$ cat config.mk
export PLATFORM = sky130hd
export DESIGN_NAME = sflash_seq
export DESIGN_NICKNAME = d
export VERILOG_FILES = /design/src/rtl/sflash_pkg.sv /design/src/rtl/sflash_clkdiv.sv /design/src/rtl/sflash_shift.sv /design/src/rtl/sflash_seq.sv
export SDC_FILE = /design/constraint.sdc
export NUM_CORES = 1
export LEC_CHECK = 0
export BUFFER_PORTS_ARGS = -buffer_cell sky130_fd_sc_hd__buf_2
export CAP_MARGIN = 20
export CORE_MARGIN = 3
export CORE_UTILIZATION = 53
export DETAILED_ROUTE_END_ITERATION = 10
export MAX_ROUTING_LAYER = met4
export PLACE_DENSITY = 0.8
export SYNTH_ARGS = -nofsm -noshare
export SYNTH_HDL_FRONTEND = slang
export SYNTH_HIERARCHICAL = 1
export SYNTH_SLANG_ARGS = --single-unit
$ cat constraint.sdc
create_clock -name clk -period 2.92 [get_ports clk]
set_input_delay 0.73 -clock clk [delete_from_list [all_inputs] [get_ports clk]]
set_output_delay 0.73 -clock clk [all_outputs]
set_load 0.1 [all_outputs]
$ cat src/rtl/sflash_pkg.sv
`timescale 1ns/1ps
package sflash_pkg;

  typedef enum logic [1:0] {
    SF_READ     = 2'd0,
    SF_PROG     = 2'd1,
    SF_ERASE    = 2'd2,
    SF_READ_ALT = 2'd3
  } sf_op_e;

  typedef enum logic [2:0] {
    ST_IDLE,
    ST_LO,
    ST_HI,
    ST_HOLD,
    ST_GAP
  } sf_state_e;

  localparam logic [7:0] CMD_READ   = 8'h03;
  localparam logic [7:0] CMD_PROG   = 8'h02;
  localparam logic [7:0] CMD_ERASE  = 8'hD8;
  localparam logic [7:0] CMD_STATUS = 8'h05;

  function automatic logic [7:0] sf_opcode(input logic [1:0] o);
    case (o)
      2'd1:    return CMD_PROG;
      2'd2:    return CMD_ERASE;
      default: return CMD_READ;
    endcase
  endfunction

endpackage

$ cat src/rtl/sflash_clkdiv.sv
`timescale 1ns/1ps
// Half-period tick generator: one tick every div+1 clocks while enabled.
module sflash_clkdiv #(
  parameter int DIV_W = 8
) (
  input  logic             clk,
  input  logic             rst,
  input  logic             en,
  input  logic [DIV_W-1:0] div,
  output logic             tick
);
  logic [DIV_W-1:0] cnt;

  assign tick = en && (cnt == div);

  always_ff @(posedge clk) begin
    if (rst || !en || tick) cnt <= '0;
    else                    cnt <= cnt + DIV_W'(1);
  end
endmodule

$ cat src/rtl/sflash_shift.sv
`timescale 1ns/1ps
// Full-duplex shift engine: the outgoing word drains from the top while
// sampled MISO bits fill in from the bottom.
module sflash_shift #(
  parameter int W = 8
) (
  input  logic         clk,
  input  logic         rst,
  input  logic         load,
  input  logic [W-1:0] load_val,
  input  logic         sample,
  input  logic         shift,
  input  logic         miso,
  output logic         mosi,
  output logic [W-1:0] rx_word,
  output logic         last_bit
);
  localparam int CNT_W = (W > 1) ? $clog2(W) : 1;

  logic [W-1:0]     sreg;
  logic             rxb;
  logic [CNT_W-1:0] cnt;

  assign mosi     = sreg[W-1];
  assign rx_word  = {sreg[W-2:0], rxb};
  assign last_bit = (cnt == CNT_W'(W-1));

  always_ff @(posedge clk) begin
    if (rst) begin
      sreg <= '0;
      rxb  <= 1'b0;
      cnt  <= '0;
    end else begin
      if (sample) rxb <= miso;
      if (load) begin
        sreg <= load_val;
        cnt  <= '0;
      end else if (shift) begin
        sreg <= rx_word;
        cnt  <= cnt + CNT_W'(1);
      end
    end
  end

  // a new word is never loaded on the same edge that shifts the old one
  assert_load_shift_excl_R3: assert property (@(posedge clk) disable iff (rst)
    !(load && shift));
endmodule

$ cat src/rtl/sflash_seq.sv
`timescale 1ns/1ps
module sflash_seq
  import sflash_pkg::*;
#(
  parameter int ADDR_W = 24,
  parameter int DIV_W  = 8,
  parameter int POLL_W = 16
) (
  input  logic              clk,
  input  logic              rst,
  input  logic              start,
  input  logic [1:0]        op,
  input  logic [ADDR_W-1:0] addr,
  input  logic [7:0]        wdata,
  input  logic [DIV_W-1:0]  div,
  input  logic [POLL_W-1:0] max_poll,
  output logic              busy,
  output logic              done,
  output logic              err,
  output logic [7:0]        rdata,
  output logic              spi_cs_n,
  output logic              spi_sck,
  output logic              spi_mosi,
  input  logic              spi_miso
);
  localparam int WORD_W     = 8;
  localparam int ADDR_BYTES = ADDR_W / WORD_W;
  localparam int IDX_W      = $clog2(ADDR_BYTES + 2);
  localparam logic [IDX_W-1:0] IDX_ADDR_END = IDX_W'(ADDR_BYTES);
  localparam logic [IDX_W-1:0] IDX_DATA     = IDX_W'(ADDR_BYTES + 1);

  sf_state_e          state;
  logic [1:0]         op_q;
  logic [ADDR_W-1:0]  addr_q;
  logic [7:0]         wdata_q;
  logic [DIV_W-1:0]   div_q;
  logic [POLL_W-1:0]  maxp_q;
  logic [POLL_W-1:0]  pcnt;
  logic [POLL_W-1:0]  pcnt_nx;
  logic [IDX_W-1:0]   idx;
  logic [IDX_W-1:0]   nxt_idx;
  logic [IDX_W-1:0]   last_idx;
  logic               polling;
  logic [WORD_W-1:0]  rx_last;
  logic               is_read;

  logic               tick;
  logic               sh_load, sh_sample, sh_shift, sh_last;
  logic [WORD_W-1:0]  sh_load_val, sh_rx;
  logic [WORD_W-1:0]  byte_nx;
  logic [WORD_W-1:0]  addr_bytes [ADDR_BYTES];

  // Address bytes, most significant first
  for (genvar g = 0; g < ADDR_BYTES; g++) begin : g_abyte
    assign addr_bytes[g] = addr_q[ADDR_W-1-WORD_W*g -: WORD_W];
  end

  assign is_read  = (op_q != SF_PROG) && (op_q != SF_ERASE);
  assign pcnt_nx  = pcnt + POLL_W'(1);
  assign nxt_idx  = idx + IDX_W'(1);
  assign last_idx = polling ? IDX_W'(1) :
                    (op_q == SF_ERASE) ? IDX_ADDR_END : IDX_DATA;

  always_comb begin
    byte_nx = (op_q == SF_PROG) ? wdata_q : '0;
    for (int k = 0; k < ADDR_BYTES; k++)
      if (nxt_idx == IDX_W'(k + 1)) byte_nx = addr_bytes[k];
  end

  always_comb begin
    if (state == ST_IDLE)     sh_load_val = sf_opcode(op);
    else if (state == ST_GAP) sh_load_val = CMD_STATUS;
    else if (polling)         sh_load_val = '0;
    else                      sh_load_val = byte_nx;
  end

  assign sh_load   = (state == ST_IDLE && start) ||
                     (state == ST_GAP && tick) ||
                     (state == ST_HI && tick && sh_last && idx != last_idx);
  assign sh_sample = (state == ST_LO) && tick;
  assign sh_shift  = (state == ST_HI) && tick && !sh_load;

  sflash_clkdiv #(.DIV_W(DIV_W)) u_div (
    .clk  (clk),
    .rst  (rst),
    .en   (state != ST_IDLE),
    .div  (div_q),
    .tick (tick)
  );

  sflash_shift #(.W(WORD_W)) u_shift (
    .clk      (clk),
    .rst      (rst),
    .load     (sh_load),
    .load_val (sh_load_val),
    .sample   (sh_sample),
    .shift    (sh_shift),
    .miso     (spi_miso),
    .mosi     (spi_mosi),
    .rx_word  (sh_rx),
    .last_bit (sh_last)
  );

  always_ff @(posedge clk) begin
    if (rst) begin
      state    <= ST_IDLE;
      spi_cs_n <= 1'b1;
      spi_sck  <= 1'b0;
      busy     <= 1'b0;
      done     <= 1'b0;
      err      <= 1'b0;
      rdata    <= '0;
      op_q     <= '0;
      addr_q   <= '0;
      wdata_q  <= '0;
      div_q    <= '0;
      maxp_q   <= '0;
      pcnt     <= '0;
      idx      <= '0;
      polling  <= 1'b0;
      rx_last  <= '0;
    end else begin
      done <= 1'b0;
      case (state)
        ST_IDLE: if (start) begin
          op_q     <= op;
          addr_q   <= addr;
          wdata_q  <= wdata;
          div_q    <= div;
          maxp_q   <= max_poll;
          busy     <= 1'b1;
          err      <= 1'b0;
          spi_cs_n <= 1'b0;
          idx      <= '0;
          pcnt     <= '0;
          polling  <= 1'b0;
          state    <= ST_LO;
        end
        ST_LO: if (tick) begin
          spi_sck <= 1'b1;
          state   <= ST_HI;
        end
        ST_HI: if (tick) begin
          spi_sck <= 1'b0;
          state   <= ST_LO;
          if (sh_last) begin
            if (idx == last_idx) begin
              rx_last <= sh_rx;
              state   <= ST_HOLD;
            end else begin
              idx <= nxt_idx;
            end
          end
        end
        ST_HOLD: if (tick) begin
          spi_cs_n <= 1'b1;
          if (!polling && is_read) begin
            rdata <= rx_last;
            done  <= 1'b1;
            busy  <= 1'b0;
            state <= ST_IDLE;
          end else if (!polling) begin
            state <= ST_GAP;
          end else if (!rx_last[0]) begin
            done  <= 1'b1;
            busy  <= 1'b0;
            state <= ST_IDLE;
          end else if (pcnt_nx >= maxp_q) begin
            err   <= 1'b1;
            done  <= 1'b1;
            busy  <= 1'b0;
            state <= ST_IDLE;
          end else begin
            pcnt  <= pcnt_nx;
            state <= ST_GAP;
          end
        end
        ST_GAP: if (tick) begin
          spi_cs_n <= 1'b0;
          polling  <= 1'b1;
          idx      <= '0;
          state    <= ST_LO;
        end
        default: state <= ST_IDLE;
      endcase
    end
  end

  // the serial clock never leaves its idle level while the flash is deselected
  assert_sck_idle_R2: assert property (@(posedge clk) disable iff (rst)
    spi_cs_n |-> !spi_sck);

  // MOSI holds while the clock is high
  assert_mosi_fall_only_R3: assert property (@(posedge clk) disable iff (rst)
    (spi_sck && $past(spi_sck)) |-> $stable(spi_mosi));

  // a captured request does not change during an operation
  assert_req_held_R10: assert property (@(posedge clk) disable iff (rst)
    (busy && $past(busy)) |-> ($stable(op_q) && $stable(addr_q) && $stable(wdata_q)));

  // done ends an operation and busy drops with it
  assert_done_pulse_R11: assert property (@(posedge clk) disable iff (rst)
    done |-> ($past(busy) && !busy));

  // an error is only raised together with completion
  assert_err_with_done_R9: assert property (@(posedge clk) disable iff (rst)
    $rose(err) |-> done);
endmodule

==> results by stage <==
Worst setup path:
- The cell family contributing the most delay on the critical path is compound AO/OA/AOI/OAI gates.
- The arrival time at the worst endpoint is about 3.3 ns.
- Along the worst path, the maximum fanout reaches 5.
- Together, buffers and inverters on the worst path number 1.
- The critical path goes through nand4_1 > nor4_4 > nand3_2 > xnor2_2 > inv_1 > ha_4 > nand4_1 > a211oi_2 > a32oi_4 > a311o_2 > a31oi_1.
- The depth of the critical timing path with buffers and inverters included is 11.
- The critical path in this run is classified as register to register.
- The kind of end point of the critical path is a register.
- The most numerous cell on the critical path is nand4_1.
- The required time reported for the critical path endpoint is 3.25 ns.
- The first element of the critical path is pcnt[8]$_SDFFE_PP0P_.
- The cell with the largest stage delay on the worst path is a311o_2.
- For the worst flop-to-flop path, the logic depth is 11.
- On the worst path, the slowest cell contributes a delay of approximately 0.50 ns.
- The startpoint class of the critical path is a register.
- In this run the critical register-to-register path is launched from pcnt[8]$_SDFFE_PP0P_.
- The register-to-register setup slack is -0.05 ns.

Global route:
- The global-route usage over all layers is between 20% and 30%.
- The via count of the first global-routing pass is between 5000 and 6000.
- The total congestion overflow is 0.
- The pin count of the biggest net entering global routing is 57.
- The first global-routing pass estimated between 20000 and 30000 um of wire.
- The initial antenna violation count is 0.

Routing:
- The length of the first detailed-routing pass in iterations is 5.
- In the final routed layout, each cell accounts on average for roughly 16 um.
- Using the TritonRoute via totals, the vias-per-cell ratio works out to ~5.7.
- The antenna violation net count after detailed routing is 0.
- The total length of routed wires is about 16000 um.
- The detailed router placed between 5000 and 6000 vias in this run.
- In the routed design, unresolved DRC markers number 0.
- The detailed router finished its first iteration with about 390 violations.

Synth:
- The synthesized design contains 0 enable-type register cells.
- The most common flop cell mapped by yosys is dfxtp_1.
- The synthesized-area fraction occupied by xor and xnor cells is under 10%.
- The number of distinct library cell variants in the gate-level netlist after synthesis is between 50 and 60.
- The share of the synthesized area in compound gates (AO/OA/AOI/OAI) is 16.0%.
- The share of synthesized cell area in and, or, nand and nor gates is 22.5%.
- The synthesized netlist devotes around 5.8% of its cell area to adder and majority cells.
- The combinational family with the most area after synthesis is simple AND/OR/NAND/NOR gates.
- The sequential share of the synthesized area is 40.3%.
- The number of synthesis warnings is 6.
- The multiplexer area fraction after synthesis is approximately 6.0%.
- The number of synthesized register bits is between 100 and 150.
- The post-synthesis async set-or-reset flop share is 0%.
- The gate count of the mapped netlist is 735.
- Counting every net in the synthesized netlist gives a little over 800.
- Summing every instance area after synthesis gives between 6000 and 7000 um^2.
- The mean instance size in the synthesized netlist is between 8 and 9 um^2.

Power:
- For this design the ratio of total power to cell area is between 500 and 600 nW/um^2.
- The overall power is 4580 uW.
- Summed over all cells, the static leakage comes to ~0.0032 uW.
- VDD sags by at most around 0.42 mV.

Hold path:
- Counting instances, the worst hold path has a depth of 2.
- The startpoint of the lowest-slack hold path is maxp_q[10]$_SDFFE_PP0P_.
- The tightest min-delay check is of the register to register type.

STA:
- Measured against its own limit, the worst slew margin works out to 50.3%.
- Setup total negative slack on the finished layout was measured at -0.144 ns.
- Timing would allow up to approximately 340 MHz.
- The number of max-slew violations in the final report is 0.
- The hold violation count in the final report is 0.
- The transition time at the pin with the least slew margin is 0.742 ns.
- Setup violations remaining at the end of the flow were counted as 6.
- The final worst clock skew is approximately 0.0071 ns.
- Setup repair after global routing could not meet its margin everywhere.
- The worst path uses 102% of the clock period.
- After layout, the minimum clock period comes to about 3.0 ns.
- The worst path setup slack after routing is -0.0503 ns.

Floorplanning:
- Pin placement for this block handled 76 I/O pins.
- The placement row count is 38.
- For this configuration, the core starts out at a cell density of 55.0%.
- The die is 113 um tall.
- The area of the die is between 10000 and 15000 um^2.
- The floorplan step set the die width to about 110 um.
- The area of the core is ~11000 um^2.

Clock tree:
- The root buffer cell chosen for the clock tree is clkbuf_16.
- The TritonCTS clock tree is done.
- The post-CTS clock slew at the launch and capture registers of the worst setup and hold paths is ~0.060 ns.
- The number of clock buffers added by TritonCTS is 17.
- The clock insertion delay at the later pin of the skew report is between 0.4 and 0.5 ns.
- The clock passes through at most 2 buffers.
- The number of clock sinks is 122.
- CTS built an H-tree with a depth of 4.

Placement:
- After detailed placement, the total cell area comes to between 6000 and 7000 um^2.
- Routability-driven placement finished with a final weighted congestion of around 0.96.
- The half-perimeter wire length after detailed placement is 10900 um.
- The number of instances in the placed design is 946.
- The count of buffers added on input and output ports is 75.

Status:
- The final reports fail on negative setup slack.
- The flow ran to the end, but the final reports show violations.

Final layout:
- The final instance area is about 7700 um^2.
- The area growth from synthesis to layout is 26.3%.
- The top cell types in the final layout, fill and taps aside, are nand2_1 (150), dfxtp_1 (113), buf_2 (75).
- For this run, the share of the core covered by cells in the final layout is between 60% and 70%.
- The count of antenna diodes in the layout is 0.
- The number of standard cells in the layout, taps in and fillers out is around 1000.
- The post-route netlist has between 20% and 30% of its cells at a drive strength greater than 1.
- The net count of the finished layout is 930.
- Leaving out fill and tap cells, the most frequent cell in the layout is nand2_1.

Flow run:
- The max capacitance violation total is 0.
[sequential cells by signal (all words and copies together), names as in the netlist, 2 cells and up]
register,flops
op_q,2
div_q,8
state,3
u_shift/sreg,8
wdata_q,8
maxp_q,16
u_div/cnt,8
rdata,8
u_shift/cnt,3
idx,3
pcnt,16
addr_bytes,24
rx_last,8
[layer usage]
| metal | vias to the layer above | global-route usage [%] | wire length (um) |
|---|---|---|---|
| li1 | 2769 | - | - |
| met1 | 2656 | 32.2 | 6970 |
| met2 | 198 | 40.2 | 7590 |
| met3 | 32 | 5.99 | 965 |
| met4 | 0 | 8.65 | 309 |
| met5 | - | - | 0 |
[stage by stage]
step           setup slack, ns  hold slack [ns]
2_1_floorplan           0.0318            0.432
3_3_place_gp           -0.0352            0.443
5_1_grt                 -0.230            0.474
6_report               -0.0503            0.455
3_5_place_dp            -0.171            0.449
4_1_cts               0.000964            0.457
[final cells by class]
cell class                      instances  area, um^2
Clock buffer                           18         439
Multi-Input combinational cell        532        3430
Tap cell                              140         175
Sequential cell                       122        2460
Timing Repair Buffer                  132         823
Fill cell                             874        3370
Clock inverter                         14         196
Inverter                               35         131
[path summary, 6_finish.rpt]
check | to
hold reg to reg | maxp_q[10]$_SDFFE_PP0P_
setup / recovery | pcnt[2]$_SDFFE_PP0P_
setup reg to reg | pcnt[2]$_SDFFE_PP0P_
hold / removal | maxp_q[10]$_SDFFE_PP0P_
[cell usage after synthesis, types with 3 or more instances]
master / instances / area (um^2)
ha_1: 28 / 350
a31oi_1: 19 / 119
and3_1: 6 / 37.5
o21ai_0: 13 / 65.1
a211oi_1: 19 / 143
clkbuf_1: 33 / 124
nor4_4: 3 / 63.8
nand4_1: 9 / 56.3
inv_1: 35 / 131
nor2_1: 41 / 154
nand3_1: 32 / 160
or3_1: 6 / 37.5
nand2_1: 150 / 563
a221o_1: 7 / 70.1
buf_2: 8 / 40.0
nor2b_1: 9 / 56.3
xor2_1: 12 / 105
mux2i_1: 34 / 340
a21oi_1: 72 / 360
nand2b_1: 7 / 43.8
a221oi_1: 3 / 26.3
buf_6: 3 / 33.8
dfxtp_1: 122 / 2440
xnor2_1: 14 / 123
nor3_1: 8 / 40.0
[worst min-delay path: stages, from the launching register on]
cell	delay, ns
dfxtp_1	0.31
nand2_1	0.05
a21oi_1	0.05
[power breakdown]
| group | switching [uW] | internal (uW) | leakage, uW |
|---|---|---|---|
| combinational | 337 | 209 | 0.00190 |
| clock | 787 | 1450 | 0.000302 |
| sequential | 58.3 | 1740 | 0.00100 |
[timing repair]
action	CTS	global route
setup buffers	7	7
gates cloned	1	0
hold buffers	0	0
resized for setup	25	10
endpoints found under the setup margin	18	20
pin swaps	14	11
[kinds of logic after synthesis]
family,after synthesis
DFF,122
adders and majority gates,28
muxes,36
buffers and inverters,82
AOI/OAI and AO/OA,153
and+or+nand+nor,288
xor gates and xnor gates,26
(Power assumes the default switching activity.)
